## config.mk

```make
export PLATFORM = sky130hd
export DESIGN_NAME = lvd_supervisor
export DESIGN_NICKNAME = d
export VERILOG_FILES = /design/src/rtl/lvd_pkg.sv /design/src/rtl/lvd_sync_chain.sv /design/src/rtl/lvd_sticky_flag.sv /design/src/rtl/lvd_supervisor.sv
export SDC_FILE = /design/constraint.sdc
export NUM_CORES = 1
export LEC_CHECK = 0
export BUFFER_PORTS_ARGS = -buffer_cell sky130_fd_sc_hd__buf_2
export CAP_MARGIN = 40
export CORE_MARGIN = 3
export CORE_UTILIZATION = 45
export CTS_CLUSTER_SIZE = 8
export DETAILED_ROUTE_END_ITERATION = 10
export HOLD_SLACK_MARGIN = 0.06
export PLACE_DENSITY = 0.76
export SLEW_MARGIN = 20
export SYNTH_ARGS = -nofsm -noshare
export SYNTH_HDL_FRONTEND = slang
export SYNTH_HIERARCHICAL = 1
export SYNTH_SLANG_ARGS = --single-unit
```

## constraint.sdc

```tcl
create_clock -name clk -period 1 [get_ports clk]
set_input_delay 0.1 -clock clk [delete_from_list [all_inputs] [get_ports clk]]
set_output_delay 0.1 -clock clk [all_outputs]
set_load 0.05 [all_outputs]
```

## src/rtl/lvd_pkg.sv

```systemverilog
package lvd_pkg;
   localparam int REG_W     = 8;
   localparam int N_EVT     = 2;
   localparam int EVT_DET   = 0;
   localparam int EVT_WARN  = 1;

   // register byte offsets, detect then warning then regulator
   localparam int OFS_DET   = 0;
   localparam int OFS_WARN  = 1;
   localparam int OFS_REGU  = 2;

   // event register fields
   localparam int B_TRIP_LO = 0;
   localparam int B_TRIP_HI = 1;
   localparam int B_RST_EN  = 4;
   localparam int B_IRQ_EN  = 5;
   localparam int B_ACK     = 6;
   localparam int B_FLAG    = 7;

   // regulator register fields
   localparam int B_BGBUF   = 0;
   localparam int B_RUN     = 2;
   localparam int B_ISO     = 3;
   localparam int B_BGLP    = 4;
   localparam int B_LPOPT   = 6;

   typedef struct packed {
      logic [1:0] trip;
      logic       irq_en;
      logic       rst_en;
   } evt_ctl_t;
endpackage

```

## src/rtl/lvd_sync_chain.sv

```systemverilog
module lvd_sync_chain #(
   parameter int WIDTH  = 2,
   parameter int STAGES = 2
) (
   input  logic             clk,
   input  logic             rst_n,
   input  logic [WIDTH-1:0] d_i,
   output logic [WIDTH-1:0] q_o
);
   if (STAGES < 2) begin : g_bad_stages
      $error("lvd_sync_chain: STAGES must be at least 2");
   end
   if (WIDTH < 1) begin : g_bad_width
      $error("lvd_sync_chain: WIDTH must be positive");
   end

   logic [WIDTH-1:0] stage_q [STAGES];

   for (genvar s = 0; s < STAGES; s++) begin : g_stage
      if (s == 0) begin : g_first
         always_ff @(posedge clk or negedge rst_n) begin
            if (!rst_n) stage_q[0] <= '0;
            else        stage_q[0] <= d_i;
         end
      end else begin : g_next
         always_ff @(posedge clk or negedge rst_n) begin
            if (!rst_n) stage_q[s] <= '0;
            else        stage_q[s] <= stage_q[s-1];
         end
      end
   end

   assign q_o = stage_q[STAGES-1];
endmodule

```

## src/rtl/lvd_sticky_flag.sv

```systemverilog
module lvd_sticky_flag (
   input  logic clk,
   input  logic rst_n,
   input  logic set_i,
   input  logic clr_i,
   output logic flag_o
);
   logic flag_q;

   // set dominates clear when both land on one edge
   always_ff @(posedge clk or negedge rst_n) begin
      if (!rst_n)      flag_q <= 1'b0;
      else if (set_i)  flag_q <= 1'b1;
      else if (clr_i)  flag_q <= 1'b0;
   end

   assign flag_o = flag_q;
endmodule

```

## src/rtl/lvd_supervisor.sv

```systemverilog
module lvd_supervisor
   import lvd_pkg::*;
#(
   parameter int ADDR_W      = 2,
   parameter int SYNC_STAGES = 2
) (
   input  logic              clk,
   input  logic              rst_n,
   input  logic [ADDR_W-1:0] bus_addr,
   input  logic              bus_we,
   input  logic [7:0]        bus_wdata,
   output logic [7:0]        bus_rdata,
   input  logic              det_in,
   input  logic              warn_in,
   input  logic              reg_run_in,
   input  logic              iso_active_in,
   output logic              irq_o,
   output logic              rst_req_o,
   output logic [1:0]        det_trip_o,
   output logic [1:0]        warn_trip_o,
   output logic              bg_buf_en_o,
   output logic              bg_lp_en_o,
   output logic              lp_unrestricted_o,
   output logic              iso_release_o
);
   localparam int N_REGS = 3;
   localparam logic [ADDR_W-1:0] A_REGU = ADDR_W'(OFS_REGU);

   if (ADDR_W < 2) begin : g_bad_addr
      $error("lvd_supervisor: ADDR_W too small for three registers");
   end
   if (SYNC_STAGES < 2) begin : g_bad_sync
      $error("lvd_supervisor: SYNC_STAGES must be at least 2");
   end
   if (N_REGS > (1 << ADDR_W)) begin : g_bad_map
      $error("lvd_supervisor: address space smaller than register map");
   end

   logic [N_EVT-1:0]       evt_raw;
   logic [N_EVT-1:0]       evt_sync;
   logic [N_EVT-1:0]       ack_wr;
   logic [N_EVT-1:0]       flag;
   logic [N_EVT-1:0]       irq_en;
   logic [N_EVT-1:0]       rst_en;
   logic [N_EVT-1:0][1:0]  trip;
   logic [N_EVT-1:0][7:0]  rd_evt;

   assign evt_raw[EVT_DET]  = det_in;
   assign evt_raw[EVT_WARN] = warn_in;

   lvd_sync_chain #(
      .WIDTH  (N_EVT),
      .STAGES (SYNC_STAGES)
   ) u_sync (
      .clk   (clk),
      .rst_n (rst_n),
      .d_i   (evt_raw),
      .q_o   (evt_sync)
   );

   for (genvar e = 0; e < N_EVT; e++) begin : g_evt
      localparam logic [ADDR_W-1:0] MY_OFS = ADDR_W'(OFS_DET + e);
      localparam bit HAS_RST = (e == EVT_DET);

      evt_ctl_t ctl_q;
      logic     hit;

      assign hit       = bus_we && (bus_addr == MY_OFS);
      assign ack_wr[e] = hit && bus_wdata[B_ACK];

      always_ff @(posedge clk or negedge rst_n) begin
         if (!rst_n) begin
            ctl_q <= '0;
         end else if (hit) begin
            ctl_q.trip   <= bus_wdata[B_TRIP_HI:B_TRIP_LO];
            ctl_q.irq_en <= bus_wdata[B_IRQ_EN];
            ctl_q.rst_en <= HAS_RST ? bus_wdata[B_RST_EN] : 1'b0;
         end
      end

      lvd_sticky_flag u_flag (
         .clk    (clk),
         .rst_n  (rst_n),
         .set_i  (evt_sync[e]),
         .clr_i  (ack_wr[e]),
         .flag_o (flag[e])
      );

      assign irq_en[e] = ctl_q.irq_en;
      assign rst_en[e] = ctl_q.rst_en;
      assign trip[e]   = ctl_q.trip;

      always_comb begin
         rd_evt[e]                      = '0;
         rd_evt[e][B_TRIP_HI:B_TRIP_LO] = ctl_q.trip;
         rd_evt[e][B_RST_EN]            = ctl_q.rst_en;
         rd_evt[e][B_IRQ_EN]            = ctl_q.irq_en;
         rd_evt[e][B_FLAG]              = flag[e];
      end
   end

   // regulator register
   logic regu_hit;
   logic bgbuf_q, bglp_q, lpopt_q, iso_rel_q;
   logic iso_wr;

   assign regu_hit = bus_we && (bus_addr == A_REGU);
   assign iso_wr   = regu_hit && bus_wdata[B_ISO];

   always_ff @(posedge clk or negedge rst_n) begin
      if (!rst_n) begin
         bgbuf_q <= 1'b0;
         bglp_q  <= 1'b0;
         lpopt_q <= 1'b0;
      end else if (regu_hit) begin
         bgbuf_q <= bus_wdata[B_BGBUF];
         bglp_q  <= bus_wdata[B_BGLP];
         lpopt_q <= bus_wdata[B_LPOPT];
      end
   end

   always_ff @(posedge clk or negedge rst_n) begin
      if (!rst_n) iso_rel_q <= 1'b0;
      else        iso_rel_q <= iso_wr;
   end

   logic [7:0] rd_regu;
   always_comb begin
      rd_regu          = '0;
      rd_regu[B_BGBUF] = bgbuf_q;
      rd_regu[B_RUN]   = reg_run_in;
      rd_regu[B_ISO]   = iso_active_in;
      rd_regu[B_BGLP]  = bglp_q;
      rd_regu[B_LPOPT] = lpopt_q;
   end

   // read mux
   always_comb begin
      bus_rdata = '0;
      for (int e = 0; e < N_EVT; e++) begin
         if (bus_addr == ADDR_W'(OFS_DET + e)) bus_rdata = rd_evt[e];
      end
      if (bus_addr == A_REGU) bus_rdata = rd_regu;
   end

   assign irq_o             = |(flag & irq_en);
   assign rst_req_o         = |(flag & rst_en);
   assign det_trip_o        = trip[EVT_DET];
   assign warn_trip_o       = trip[EVT_WARN];
   assign bg_buf_en_o       = bgbuf_q;
   assign bg_lp_en_o        = bglp_q;
   assign lp_unrestricted_o = lpopt_q && bglp_q;
   assign iso_release_o     = iso_rel_q;

   logic unused_wdata;
   assign unused_wdata = ^{bus_wdata[7], bus_wdata[3:2]};
endmodule

```

# Word-level counts from Yosys, hierarchy flattened
# Cells that the tools add are included.
dict set report totals {
  register_bits 17
  inputBits 17
  elab_cells 36
  out_inout_bits 18
}
dict set report op_classes {
  eq_ne 2
  n_mux 7
  bitwise 2
  n_reduce_logical 12
}
# cell n
set ops {}
lappend ops {{2-to-1 mux 8 bit} 3}
lappend ops {{logical AND 1 bit} 7}
lappend ops {{2-to-1 mux 1 bit} 4}
lappend ops {{nonzero test 2 bit} 2}
lappend ops {{OR reduction 2 bit} 2}
lappend ops {{AND 2 x 1 -> 2 bit} 1}
lappend ops {{AND 2 bit} 1}
lappend ops {{equality test 2 x 1 -> 1 bit (second input constant)} 1}
lappend ops {{equality test 2 bit (second input constant)} 1}
lappend ops {{zero test 2 bit} 1}

# Logic depth before layout (Yosys ltp)
dict set report depth {
  word_depth 5
  mapped_depth 4
  depth_no_buf 3
}

# Cells and area by module
# The synthesis kept the hierarchy.
# mod cells_per_inst seq_area_each_um2 instances area_each_um2
set modules_own_cells {}
lappend modules_own_cells {lvd_supervisor 51 275.3 1 610.6}
lappend modules_own_cells {lvd_sync_chain 6 100.1 1 115.1}
lappend modules_own_cells {lvd_sticky_flag 3 25.0 2 36.3}

# Worst setup path after synthesis
# OpenSTA, ideal clock, no wires.
dict set report synth_path {
  path_type {flip-flop to output port}
  startpoint {reg bgbuf_q (netlist: bg_buf_en_o)}
  endpoint {out bus_rdata[0]}
  path_stages_with_launch 3
  arrival_time_ns 1.857
  slack_ns -0.957
  required_time_ns 0.900
  path_buffers 0
  path_cell_list {dfrtp_1 > mux2i_1 > o21ai_0}
}
dict set report synth_via {
  elab_chain_cells 1
}
# item line_no
set synth_lines {}
lappend synth_lines {{start: declaration} lvd_supervisor.sv:104} ;# logic bgbuf_q, bglp_q, lpopt_q, iso_rel_q;
lappend synth_lines {{start signal: assignment} lvd_supervisor.sv:116} ;# bgbuf_q <= bus_wdata[B_BGBUF];
lappend synth_lines {{2-to-1 mux 8 bit} lvd_supervisor.sv:143} ;# if (bus_addr == A_REGU) bus_rdata = rd_regu;
lappend synth_lines {{end: declaration} lvd_supervisor.sv:12} ;# output logic [7:0] bus_rdata,
# Every way passes these cells.

# Worst setup path after layout
# Same ends and word-level chain as after synthesis.

==> flow_summary.ini <==
[place]
finalWeightedCongestion = 0.6984
buffer_ports.inserted = 32
placed_area_um2 = 1011
detailed_placement_hpwl_mm = 1.237
post-place-ws_ns = -0.06029

[timing]
fmaxAchievable_mhz = 814.9
relSlewSlack_pct = 74.10
slew_viol_final = 0
setup_ws_ns = -0.2271
finalCriticalPeriod_ns = 1.227
fin_setup_tns_ns = -1.910
min_period_over_period_pct = 122.7
unrepaired_setup_endpoints_after_global_routing = yes
worst_slew_pin_slew_ns = 0.3884
finalHoldViolCount = 0
final-setup-viol-count = 15
fin_skew_ns = 0.0002840

[worst_setup_path]
worstReg2RegEnd = bg_lp_en_o$_DFFE_PN0P_
worstRegToRegCells = 2
worstSetupPathType = flop to output port
cpMaxStageDelayCell = sky130_fd_sc_hd__dfrtp_2
timing.reg2reg.setup_slack_ns = 0.07
critPathTopFamily = flip-flops
cp-end-kind = output port
critical_path.n_buffers_inverters = 1
arrival_ns = 1.13
critical-path-max-stage-delay_ns = 0.44
setup.worst_path.start_class = flop
critPathMaxFanout = 2
worstPathCellList = mux2i_4 -> o21ai_4 -> buf_6
timing.critical_path.required_ns = 0.90
worstReg2RegStart = bg_lp_en_o$_DFFE_PN0P_

[yosys]
synth-seq-cells = 17
yosys_warnings = 6
synth.distinct_cells = 16
synth.net_count = 80
synth_seq_area_share_pct = 53.29
mappedNetlistArea_um2 = 798.3
netlist_instances = 63
synth_area_per_cell_um2 = 12.67

[worst_hold_path]
min_to = iso_release_o$_DFF_PN0_
hold_path.startpoint = bus_we
hold_path_depth = 2
worst_min_delay_path_class = primary input to flop

[cells_and_area]
syn2layout_area_growth_pct = 71.47
fin_area_um2 = 1369
layout_commonest_cell = sky130_fd_sc_hd__dfrtp_1
most-common-layout-cells = 15 x sky130_fd_sc_hd__dfrtp_1, 13 x sky130_fd_sc_hd__buf_2, 13 x sky130_fd_sc_hd__buf_6
num-nets-final = 131
postLayoutCoreUtil_pct = 85.87
multi_input_area_um2 = 371.6
antenna_cells_inserted = 0
layout.area.seq_um2 = 427.9
final_layout_size_suffix_gt1_share_pct = 64.60
fill_cells = 77

[global_route]
grtUsageTotal_pct = 19.95
grt_start_max_net_pins = 18
grt-ovfl-total = 0
gr-usage-met2_pct = 34.04
globalRoute.busiestLayer = met2
grt_first_pass_wirelength_mm = 3.084
number_of_global_route_vias_before_repair = 677
globalRouteMet3Util_pct = 2.583
grt.met1_usage_pct = 24.82
antenna_found_initial = 0

[run_status]
violations_in_the_final_reports = negative setup slack
outcome = finished, violations left

[routing]
drt_first_iter_violations = 9
drt-total-wl_mm = 1.861
routedWlPerCell_um = 13.58
first_pass_iters = 4
drt_drc_violations_left = 0
route.antenna.remaining_nets = 0
routed-via-count = 647
route.detailed.vias_per_inst = 4.723

[power_and_ir_drop]
leakage_nw = 0.6364
finalPower_w = 0.002373
powerDensity_nw_per_um2 = 1734
power.ir.vdd_worst_mv = 1.459

[die]
fp.dieH_um = 48.12
floorplan.initialDensity_pct = 50.08
fp.dieArea_um2 = 2315
placeableCoreArea_um2 = 1594
floorplan.io_pins = 35
die_width_um = 48.12
placementRows = 14

[cts]
clk_latency_ns = 0.28
cts_inserted_buffers = 3
cts_num_sinks = 17
library_cell_used_as_clock_root_buffer = sky130_fd_sc_hd__clkbuf_4
cts.path.max_buffers = 2
path_clk_slew_ns = 0.10
h-tree-depth = 1
cts_tree = yes

[job]
max-cap-violations = 0
-- repair_timing --
item / 4_1_cts / 5_1_grt
setup endpoints to repair: 17 / 18
hold endpoints to repair: 28 / 0
gates resized for setup: 49 / 10
setup buffers: 5 / 2
hold buffers: 9 / 0
pin swaps: 1 / 2
-- routing by layer --
layer / up-vias / share of wire [%]
li1: 311 / -
met1: 309 / 39
met2: 25 / 54
met3: 2 / 6.1
met4: 0 / 1.1
met5: - / 0
-- area by class of cell --
type / instances / area share, %
timing repair buffer: 54 / 36.84
tap: 24 / 2.194
inverter: 2 / 0.5484
multi-input combinational: 36 / 27.15
clock buffer: 3 / 1.645
clock inverter: 1 / 0.3656
sequential: 17 / 31.26
-- worst reg2reg max path: stages (launching register included) --
cell	delay (ns)
sky130_fd_sc_hd__dfrtp_2	0.45
sky130_fd_sc_hd__buf_6	0.13
sky130_fd_sc_hd__mux2_2	0.25
-- flip-flops by register name (all words and copies together), names as in the netlist --
name                 count
bg_buf_en_o              1
bg_lp_en_o               1
det_trip_o               2
g_evt.ctl_q              3
g_evt.u_flag/flag_o      2
iso_release_o            1
lpopt_q                  1
u_sync/q_o               2
u_sync/stage_q           2
warn_trip_o              2
-- report_power, final --
| group | switching (W) | internal (W) | leakage (nW) |
|---|---|---|---|
| Clock | 0.000215 | 0.000148 | 0.0177 |
| Combinational | 0.000595 | 0.000554 | 0.424 |
| Sequential | 0.0000813 | 0.000779 | 0.195 |
| Total | 0.000892 | 0.00148 | 0.636 |
-- synth_stat cells --
cell,count,area (um2)
sky130_fd_sc_hd__buf_4,8,60.06
sky130_fd_sc_hd__and4b_1,1,10.01
sky130_fd_sc_hd__and3_1,1,6.260
sky130_fd_sc_hd__mux2_2,10,112.6
sky130_fd_sc_hd__nor3b_2,1,12.51
sky130_fd_sc_hd__mux2i_1,5,50.05
sky130_fd_sc_hd__nand3b_1,3,22.52
sky130_fd_sc_hd__inv_1,2,7.510
sky130_fd_sc_hd__nor4bb_1,1,10.01
sky130_fd_sc_hd__a21o_1,2,15.01
sky130_fd_sc_hd__nor2b_1,1,6.260
sky130_fd_sc_hd__nor2_1,4,15.01
sky130_fd_sc_hd__dfrtp_1,17,425.4
sky130_fd_sc_hd__o21ai_0,1,5.000
sky130_fd_sc_hd__a22o_1,1,8.760
sky130_fd_sc_hd__and2_1,5,31.28
-- worst max-delay path by stage --
stage | from | end | slack (ns) | cells past startpoint
6_report | bg_buf_en_o$_DFFE_PN0P_ | bus_rdata[0] | -0.23 | 3
3_3_place_gp | bus_addr[0] | g_evt[0].u_flag/flag_o$_DFFE_PN0P_ | -0.04 | 5
3_5_place_dp | bus_addr[0] | warn_trip_o[0]$_DFFE_PN0P_ | -0.06 | 4
5_1_grt | bg_buf_en_o$_DFFE_PN0P_ | bus_rdata[0] | -0.27 | 3
2_1_floorplan | bg_buf_en_o$_DFFE_PN0P_ | bus_rdata[0] | -0.11 | 2
4_1_cts | bg_buf_en_o$_DFFE_PN0P_ | bus_rdata[0] | -0.25 | 3
-- cell families after synthesis --
kind of cell / count (synthesis) / synth area share, %
muxes: 15 / 20.38
and+or+nand+nor: 17 / 14.26
buffers and inverters: 10 / 8.465
DFF: 17 / 53.29
AOI/OAI and AO/OA: 4 / 3.604
-- stage by stage --
step                      hold slack [ns]  instances
after floorplan                   -0.1956         63
after global placement            0.03635        118
after detailed placement          0.04086        118
after CTS                          0.1133        136
after global routing               0.1359        137
final                              0.1386        137
No activity file was read; power rests on OpenSTA's default activity.
